$ cat config.mk
export PLATFORM = sky130hd
export DESIGN_NAME = burst_addr_seq
export DESIGN_NICKNAME = d
export VERILOG_FILES = /design/src/rtl/bseq_pkg.sv /design/src/rtl/bseq_mode_reg.sv /design/src/rtl/bseq_step.sv /design/src/rtl/burst_addr_seq.sv
export SDC_FILE = /design/constraint.sdc
export NUM_CORES = 1
export LEC_CHECK = 0
export BUFFER_PORTS_ARGS = -buffer_cell sky130_fd_sc_hd__buf_2
export CAP_MARGIN = 30
export CORE_UTILIZATION = 25
export DETAILED_ROUTE_END_ITERATION = 8
export PLACE_DENSITY = 0.52
export SETUP_SLACK_MARGIN = 0.4
export SLEW_MARGIN = 5
export SYNTH_ARGS = -nofsm -noshare
export SYNTH_HDL_FRONTEND = slang
export SYNTH_HIERARCHICAL = 1
export SYNTH_SLANG_ARGS = --single-unit
$ cat constraint.sdc
create_clock -name clk -period 4.5 [get_ports clk]
set_clock_uncertainty 0.1 [all_clocks]
set_input_delay 0.225 -clock clk [delete_from_list [all_inputs] [get_ports clk]]
set_output_delay 0.225 -clock clk [all_outputs]
set_load 0.01 [all_outputs]
$ cat src/rtl/bseq_pkg.sv
package bseq_pkg;
  localparam int unsigned CODE_W = 3;
  localparam int unsigned LG_W   = 3;

  typedef enum logic [CODE_W-1:0] {
    BL_CONT = 3'b000,
    BL_W8   = 3'b010,
    BL_W16  = 3'b011,
    BL_W32  = 3'b100
  } blen_e;

  // log2 of the block length; 0 means continuous (also for reserved codes)
  function automatic logic [LG_W-1:0] blen_log2(input logic [CODE_W-1:0] code);
    logic [LG_W-1:0] lg;
    case (code)
      BL_W8:   lg = 3'd3;
      BL_W16:  lg = 3'd4;
      BL_W32:  lg = 3'd5;
      default: lg = 3'd0;
    endcase
    return lg;
  endfunction
endpackage

$ cat src/rtl/bseq_mode_reg.sv
module bseq_mode_reg
  import bseq_pkg::*;
#(
  parameter int unsigned ADDR_W = 24
) (
  input  logic              clk,
  input  logic              rst_n,
  input  logic              cap_en,
  input  logic [CODE_W-1:0] code_i,
  input  logic              wrap_i,
  output logic [ADDR_W-1:0] mask_o
);
  logic [LG_W-1:0] lg_q, lg_d;
  logic            wrap_q, wrap_d;
  logic            full_count;

  always_comb begin
    lg_d   = lg_q;
    wrap_d = wrap_q;
    if (cap_en) begin
      lg_d   = blen_log2(code_i);
      wrap_d = wrap_i;
    end
  end

  always_ff @(posedge clk or negedge rst_n) begin
    if (!rst_n) begin
      lg_q   <= '0;
      wrap_q <= 1'b1;
    end else begin
      lg_q   <= lg_d;
      wrap_q <= wrap_d;
    end
  end

  assign full_count = !wrap_q || (lg_q == '0);

  for (genvar i = 0; i < ADDR_W; i++) begin : g_mask
    assign mask_o[i] = full_count || (int'(lg_q) > i);
  end

  // the mode changes only through a capture
  a_r9_mode_held: assert property (@(posedge clk) disable iff (!rst_n)
    !cap_en |=> $stable(mask_o));
endmodule

$ cat src/rtl/bseq_step.sv
module bseq_step #(
  parameter int unsigned ADDR_W = 24
) (
  input  logic [ADDR_W-1:0] addr_i,
  input  logic [ADDR_W-1:0] mask_i,
  output logic [ADDR_W-1:0] next_o
);
  logic [ADDR_W-1:0] incr;

  always_comb begin
    incr   = addr_i + ADDR_W'(1);
    next_o = (addr_i & ~mask_i) | (incr & mask_i);
  end
endmodule

$ cat src/rtl/burst_addr_seq.sv
module burst_addr_seq
  import bseq_pkg::*;
#(
  parameter int unsigned ADDR_W = 24
) (
  input  logic              clk,
  input  logic              rst_n,
  input  logic              load_i,
  input  logic [ADDR_W-1:0] start_addr_i,
  input  logic              step_i,
  input  logic [CODE_W-1:0] blen_code_i,
  input  logic              wrap_en_i,
  output logic [ADDR_W-1:0] addr_o
);
  logic [ADDR_W-1:0] addr_q, addr_d, step_addr, mask;

  bseq_mode_reg #(.ADDR_W(ADDR_W)) u_mode (
    .clk    (clk),
    .rst_n  (rst_n),
    .cap_en (load_i),
    .code_i (blen_code_i),
    .wrap_i (wrap_en_i),
    .mask_o (mask)
  );

  bseq_step #(.ADDR_W(ADDR_W)) u_step (
    .addr_i (addr_q),
    .mask_i (mask),
    .next_o (step_addr)
  );

  always_comb begin
    addr_d = addr_q;
    if (load_i)      addr_d = start_addr_i;
    else if (step_i) addr_d = step_addr;
  end

  always_ff @(posedge clk or negedge rst_n) begin
    if (!rst_n) addr_q <= '0;
    else        addr_q <= addr_d;
  end

  assign addr_o = addr_q;

  // load wins and shows the start address one cycle later
  a_r7_load_first: assert property (@(posedge clk) disable iff (!rst_n)
    load_i |=> addr_o == $past(start_addr_i));
  // idle cycles hold the address
  a_r8_idle_hold: assert property (@(posedge clk) disable iff (!rst_n)
    (!load_i && !step_i) |=> $stable(addr_o));
  // a step never touches bits above the wrap window
  a_r4_upper_fixed: assert property (@(posedge clk) disable iff (!rst_n)
    (step_i && !load_i) |=> ((addr_o ^ $past(addr_o)) & ~$past(mask)) == '0);
  // with a full-width window a step is a plain increment
  a_r3_plain_incr: assert property (@(posedge clk) disable iff (!rst_n)
    (step_i && !load_i && (&mask)) |=> addr_o == $past(addr_o) + ADDR_W'(1));
endmodule

-- Word level (Yosys, flattened, before mapping)
Index checks and enable logic that the tools add are counted.
- input bits: 32
- logic and storage cells: 32
- output and inout port bits: 24
- RAM bits: 0
- flip-flop bits (word level): 28
- memories: 0
- bits in latches: 0
- ROM bits: 0
- divide/modulo/power cells: 0
- bitwise logic cells: 4
- $lt $le $gt $ge: 7
- add/subtract/negate cells: 1
- $mul: 0
- equality and inequality tests: 3
- reduce and logical (&&, ||, !) cells: 11
- shifts and indexed selects: 0
- multiplexer cells: 3
- operator list (operator ; number):
    AND 24 bit ; 2
    2-to-1 mux 24 bit ; 2
    adder 24 x 1 -> 24 bit, second input constant ; 1
    NOT 24 bit ; 1
    OR 24 bit ; 1
    > comparator 3 bit, second input constant ; 3
    case mux 3 bit (3 select lines) ; 1
    logical OR 1 bit ; 8
    equality test 3 x 2 -> 1 bit, second input constant ; 2
    > comparator 3 x 1 -> 1 bit, second input constant ; 2
    > comparator 3 x 2 -> 1 bit, second input constant ; 2
    equality test 3 bit, second input constant ; 1
    logical NOT 3 bit ; 1
    nonzero test 2 bit ; 1
    logical NOT 1 bit ; 1

-- Logic depth before layout (Yosys ltp)
- depth after elaboration: 8
- depth in mapped cells: 8
- gate-level depth less buffers: 7

-- Hierarchy
The synthesis kept the hierarchy.
- by module, submodules not included (module ; times used ; cells an instance ; area each (um^2) ; seq. area each (um^2)):
    burst_addr_seq ; 1 ; 104 ; 1127.3 ; 600.6
    bseq_step ; 1 ; 73 ; 524.3 ; 0.0
    bseq_mode_reg ; 1 ; 48 ; 414.1 ; 101.3

-- Worst setup path after synthesis
Ideal clock, no wire load.
- path kind: register -> register
- start point: register u_mode.lg_q[1]
- end point: register addr_q[10] (netlist: addr_o[10])
- clock period less this slack: 2.075 ns
- arrival: 1.899 ns
- setup time: 0.077 ns
- required time: 4.323 ns
- buffers on the path: 2
- setup slack: 2.425 ns
- stages on the path, launching flop included: 9
- cell sequence: dfrtp_1 buf_4 o31ai_4 buf_4 inv_1 nor4_1 xnor2_1 mux2i_1 o21ai_1
- word-level cells in the longest chain between the ends: 7
- elaborated cells on any way between the ends: 8
- those cells by class: mux (2); bitwise (4); reduce/logical (2)
- RTL lines (what ; RTL line ; source):
    start: declaration ; bseq_mode_reg.sv:13 ; logic [LG_W-1:0] lg_q, lg_d;
    start signal: assignment ; bseq_mode_reg.sv:31 ; lg_q <= lg_d;
    logical NOT 3 bit * ; bseq_mode_reg.sv:36 ; assign full_count = !wrap_q || (lg_q == '0);
    logical OR 1 bit * ; bseq_mode_reg.sv:36 ;
    named net u_mode.full_count ; bseq_mode_reg.sv:15 ; logic full_count;
    NOT 24 bit ; bseq_step.sv:12 ; next_o = (addr_i & ~mask_i) | (incr & mask_i);
    AND 24 bit ; bseq_step.sv:12 ;
    OR 24 bit * ; bseq_step.sv:12 ;
    named net step_addr[10] ; burst_addr_seq.sv:15 ; logic [ADDR_W-1:0] addr_q, addr_d, step_addr, mask;
    2-to-1 mux 24 bit * ; burst_addr_seq.sv:35 ; else if (step_i) addr_d = step_addr;
    2-to-1 mux 24 bit * ; burst_addr_seq.sv:34 ; if (load_i) addr_d = start_addr_i;
    end signal: assignment ; burst_addr_seq.sv:40 ; else addr_q <= addr_d;
    end: declaration ; burst_addr_seq.sv:15 ;
The timed path passes the listed nets; every way through them passes the cells marked *. The select of a mux whose other input is x is not followed.
A chain may end at the register's enable or synchronous reset.

-- Final worst setup path
- start point: register addr_q[0] (netlist: addr_o[0])
- end point: register addr_q[22] (netlist: addr_o[22])
- word-level cells in the longest chain between the ends: 5
- RTL lines (what ; RTL line ; source):
    adder 24 x 1 -> 24 bit ; bseq_step.sv:11 ; incr = addr_i + ADDR_W'(1);
    AND 24 bit ; bseq_step.sv:12 ;
    OR 24 bit ; bseq_step.sv:12 ;
    named net step_addr[22] ; burst_addr_seq.sv:15 ;
    2-to-1 mux 24 bit ; burst_addr_seq.sv:35 ;
    2-to-1 mux 24 bit ; burst_addr_seq.sv:34 ;
The timed path passes the listed nets, and every way through them passes these cells. The select of a mux whose other input is x is not followed.

==> metrics.sh <==
CLOCK_SINK_COUNT=28
CRITICAL-PATH-TOP-DELAY-FAMILY='simple AND/OR/NAND/NOR gates'
MAXIMUM_CLOCK_INSERTION_BUFFER_COUNT=2
MAXCLOCKFREQUENCY_GHz=0.450
GRT_UTIL_ALL_LAYERS_PCT=11.6
PATH_CELLS='ha_1, nand3_1, nor4_4, nand4_1, xnor2_1, mux2i_1, o21ai_0'
POWER_FRAC_SEQ_PCT=50.9
MET3_WIRELENGTH_UM=263
TOP_SIGNAL_LAYER_USED='met4'
RUN_STATUS='finished clean'
PORT-BUFFER-COUNT=55
GR-TOTAL-OVERFLOW=0
LAYOUT_COMMONEST_CELL='buf_2'
INSERTION_DELAY_NS=0.28
DIE_AREA_SQ_UM=8630
DRTITER0DRC=78
WL_MET1_UM=2120
NETSWITCHINGFRACTION_PCT=34.0
DETAIL_ROUTE.WL_PER_CELL_UM=13.2
INITIAL_UTILIZATION_PCT=26.3
HP-CLASS='primary input to flop'
IR_WORST_VDD_V=0.000128
NNETSFINAL=291
SYN-INSTANCE-COUNT=225
HPWL_DETAILED_UM=3490
CHIPHEIGHT_UM=92.9
CRITICAL_PATH_PEAK_FANOUT=7
CTS.ROOT.BUFFER_CELL='clkbuf_8'
SETUP.WORST_PATH.START_CLASS='flop'
P_INT_mW=0.424
MAX-CAP-VIOLATIONS=0
FIRST_GLOBAL_VIAS=1621
FLOORPLAN_CORE_AREA_SQ_UM=7850
SLEW_WORST_PIN_NS=0.865
TIMING_HOLD_VIOLATIONS_FINAL=0
ROUTE.FINAL.WIRE_LENGTH_UM=4720
STATIC-LEAKAGE-POWER_nW=1.02
SETUP-TNS-FINAL_NS=0
TIMING.FINAL.CRIT_PERIOD_NS=2.22
YOSYS_REGISTER_BITS=28
YOSYS_WARNINGS=6
POSTROUTEANTENNANETS=0
GP_CONGESTION=0.802
AVG_SYNTHESIZED_CELL_AREA_SQ_UM=9.18
POST_SYNTH_NUM_CELL_TYPES=40
END_KIND='flop'
TRITONCTS.NUM_BUFFERS=3
MAXIMUM_NUMBER_OF_PINS_ON_ONE_NET_BEFORE_GLOBAL_ROUTE_REPAIR=55
IO-PIN-COUNT=56
AREA_GROWTH_PCT=11.3
CRITICAL_PATH_CLASS='flop to flop'
FINALSETUPVIOLATIONS=0
RSZ0062_AT_GRT='no'
FIRST_PASS_ITERS=4
CRITICAL_PATH_REQUIRED_NS=4.53
NETLIST_AREA_SQ_UM=2070
COMB_POWER_SHARE_PCT=26.2
VIAS=1636
CRITICAL_PATH.MAX_STAGE_DELAY_NS=0.51
ROUTED_VIA_DENSITY=4.56
FINALCRITPERIODSHARE_PCT=49.4
GRT_FIRST_PASS_WIRELENGTH_UM=7890
SHARE_OF_THE_YOSYS_CHIP_AREA_BELONGING_TO_REGISTERS_PCT=34.0
FILLER_CELL_COUNT_IN_THE_FINAL_LAYOUT=895
WORST_HOLD_SLACK_NS=0.0467
FIN_TOTAL_PWR_mW=0.642
MAX-SLEW-MARGIN-REL_PCT=42.3
SLOWEST_STAGE='dfrtp_1'
ROUTE.DETAILED.DRC=0
POWER_DENSITY_nW_PER_UM2=279
WORST_PATH_BUF_INV=0
SHARE_CLK_OF_TOTAL_POWER_PCT=22.9
TRITONCTS='done'
GRT_ANTENNA_BEFORE_REPAIR=0
CLK_PIN_SLEW_NS=0.10
POST_ROUTE_CELLS_DRIVE_ABOVE_1_SHARE_PCT=26.5
ANT_DIODES=0
MET2ROUTEDLENGTH_UM=2330
POWER_SPENT_CHARGING_AND_DISCHARGING_NETS_mW=0.218
FINAL-MAX-SLEW-VIOLATION-COUNT=0
DIE_W_UM=92.9
CTS.HTREE.LEVELS=1
CP_DATA_ARRIVAL_TIME_NS=2.25
MOSTFREQUENTLAYOUTCELLS='buf_2, nand2_1, dfrtp_1, mux2i_1, xnor2_1'
PLACEMENTROWS=32
POSTSYNTHNETCOUNT=258
-- per-layer routing --
layer / up-vias / GRT usage [%]
li1: 830 / -
met1: 767 / 14.3
met2: 37 / 20.8
met3: 2 / 2.87
met4: 0 / 1.54
met5: - / 0
-- path summary, 6_finish.rpt --
| check | startpoint | to | slack, ns | cells past startpoint |
|---|---|---|---|---|
| worst max-delay path | addr_o[0]$_DFFE_PN0P_ | addr_o[22]$_DFFE_PN0P_ | 2.28 | 7 |
| worst min-delay path | start_addr_i[12] | addr_o[12]$_DFFE_PN0P_ | 0.05 | 3 |
| worst max register to register | addr_o[0]$_DFFE_PN0P_ | addr_o[22]$_DFFE_PN0P_ | 2.28 | 7 |
| worst min register to register | addr_o[23]$_DFFE_PN0P_ | addr_o[23]$_DFFE_PN0P_ | 0.54 | 2 |
| max in group asynchronous | rst_n | addr_o[0]$_DFFE_PN0P_ | 3.46 | 2 |
| min in group asynchronous | rst_n | addr_o[12]$_DFFE_PN0P_ | 0.40 | 2 |
-- synth_stat cells (all sizes together) --
library cell | instances | area [sq um]
nand2 | 29 | 109
dfrtp | 27 | 676
buf | 26 | 216
o21ai | 26 | 130
mux2i | 24 | 240
xnor2 | 22 | 193
nand3 | 16 | 85.1
nand4 | 13 | 96.3
inv | 5 | 18.8
nor2 | 5 | 18.8
nor4 | 4 | 46.3
and3 | 3 | 18.8
xor2 | 3 | 26.3
and2 | 2 | 13.8
clkbuf | 2 | 7.51
mux2 | 2 | 22.5
nor2b | 2 | 12.5
a21o | 1 | 7.51
a31o | 1 | 8.76
a31oi | 1 | 6.26
conb | 1 | 3.75
dfstp | 1 | 26.3
ha | 1 | 12.5
nand2b | 1 | 6.26
nand3b | 1 | 7.51
nor3 | 1 | 5.00
o22ai | 1 | 6.26
o31ai | 1 | 21.3
o32ai | 1 | 8.76
or3 | 1 | 6.26
or3b | 1 | 8.76
-- registers in the layout (all words and copies together) (netlist names) --
register,count
addr_o,24
u_mode/lg_q,3
u_mode/wrap_q,1
-- tightest hold or removal path, cell delays in order --
cell	delay, ns
buf_2	0.07
nand2_1	0.04
o21ai_1	0.06
-- stage by stage --
stage / std cells / area, sq um / utilization (%) / worst slack, ns
after floorplan: 225 / 2070 / - / 2.42
after global placement: 354 / 2240 / 28.6 / 2.28
after detailed placement: 354 / 2240 / 28.6 / 2.25
after CTS: 359 / 2300 / 29.3 / 2.23
after global routing: 359 / 2300 / 29.3 / 2.07
final: 359 / 2300 / 29.3 / 2.28
-- power groups by stage --
stage	sequential [mW]	combinational (mW)	clock, mW
after global routing	0.333	0.191	0.170
after CTS	0.327	0.173	0.157
final	0.327	0.168	0.147
after global placement	0.332	0.169	0
after floorplan	0.331	0.135	0
after detailed placement	0.332	0.172	0
-- cell families after synthesis --
kind of cell             count (synthesis)  synth area share (%)
multiplexers                            26                  12.7
buffers and inverters                   33                  11.8
adder cells (fa/ha/maj)                  1                 0.606
XOR/XNOR                                25                  10.6
flip-flops                              28                  34.0
other                                    1                 0.182
AO/OA/AOI/OAI                           32                  9.15
AND/OR/NAND/NOR                         79                  21.0
-- final cells by class --
| cell class | count | area [sq um] | area share [%] |
|---|---|---|---|
| Timing Repair Buffer | 56 | 285 | 12.4 |
| Tap cell | 102 | 128 | 5.55 |
| Multi-Input combinational cell | 164 | 1120 | 48.7 |
| Sequential cell | 28 | 702 | 30.5 |
| Inverter | 5 | 18.8 | 0.816 |
| Clock buffer | 4 | 45.0 | 1.96 |
-- what timing repair did --
item,4_1_cts,5_1_grt
hold buffers,1,0
endpoints found under the hold margin,27,0
buffers inserted,0,0
resized for setup,0,0
Power figures use the tool's default switching activity.
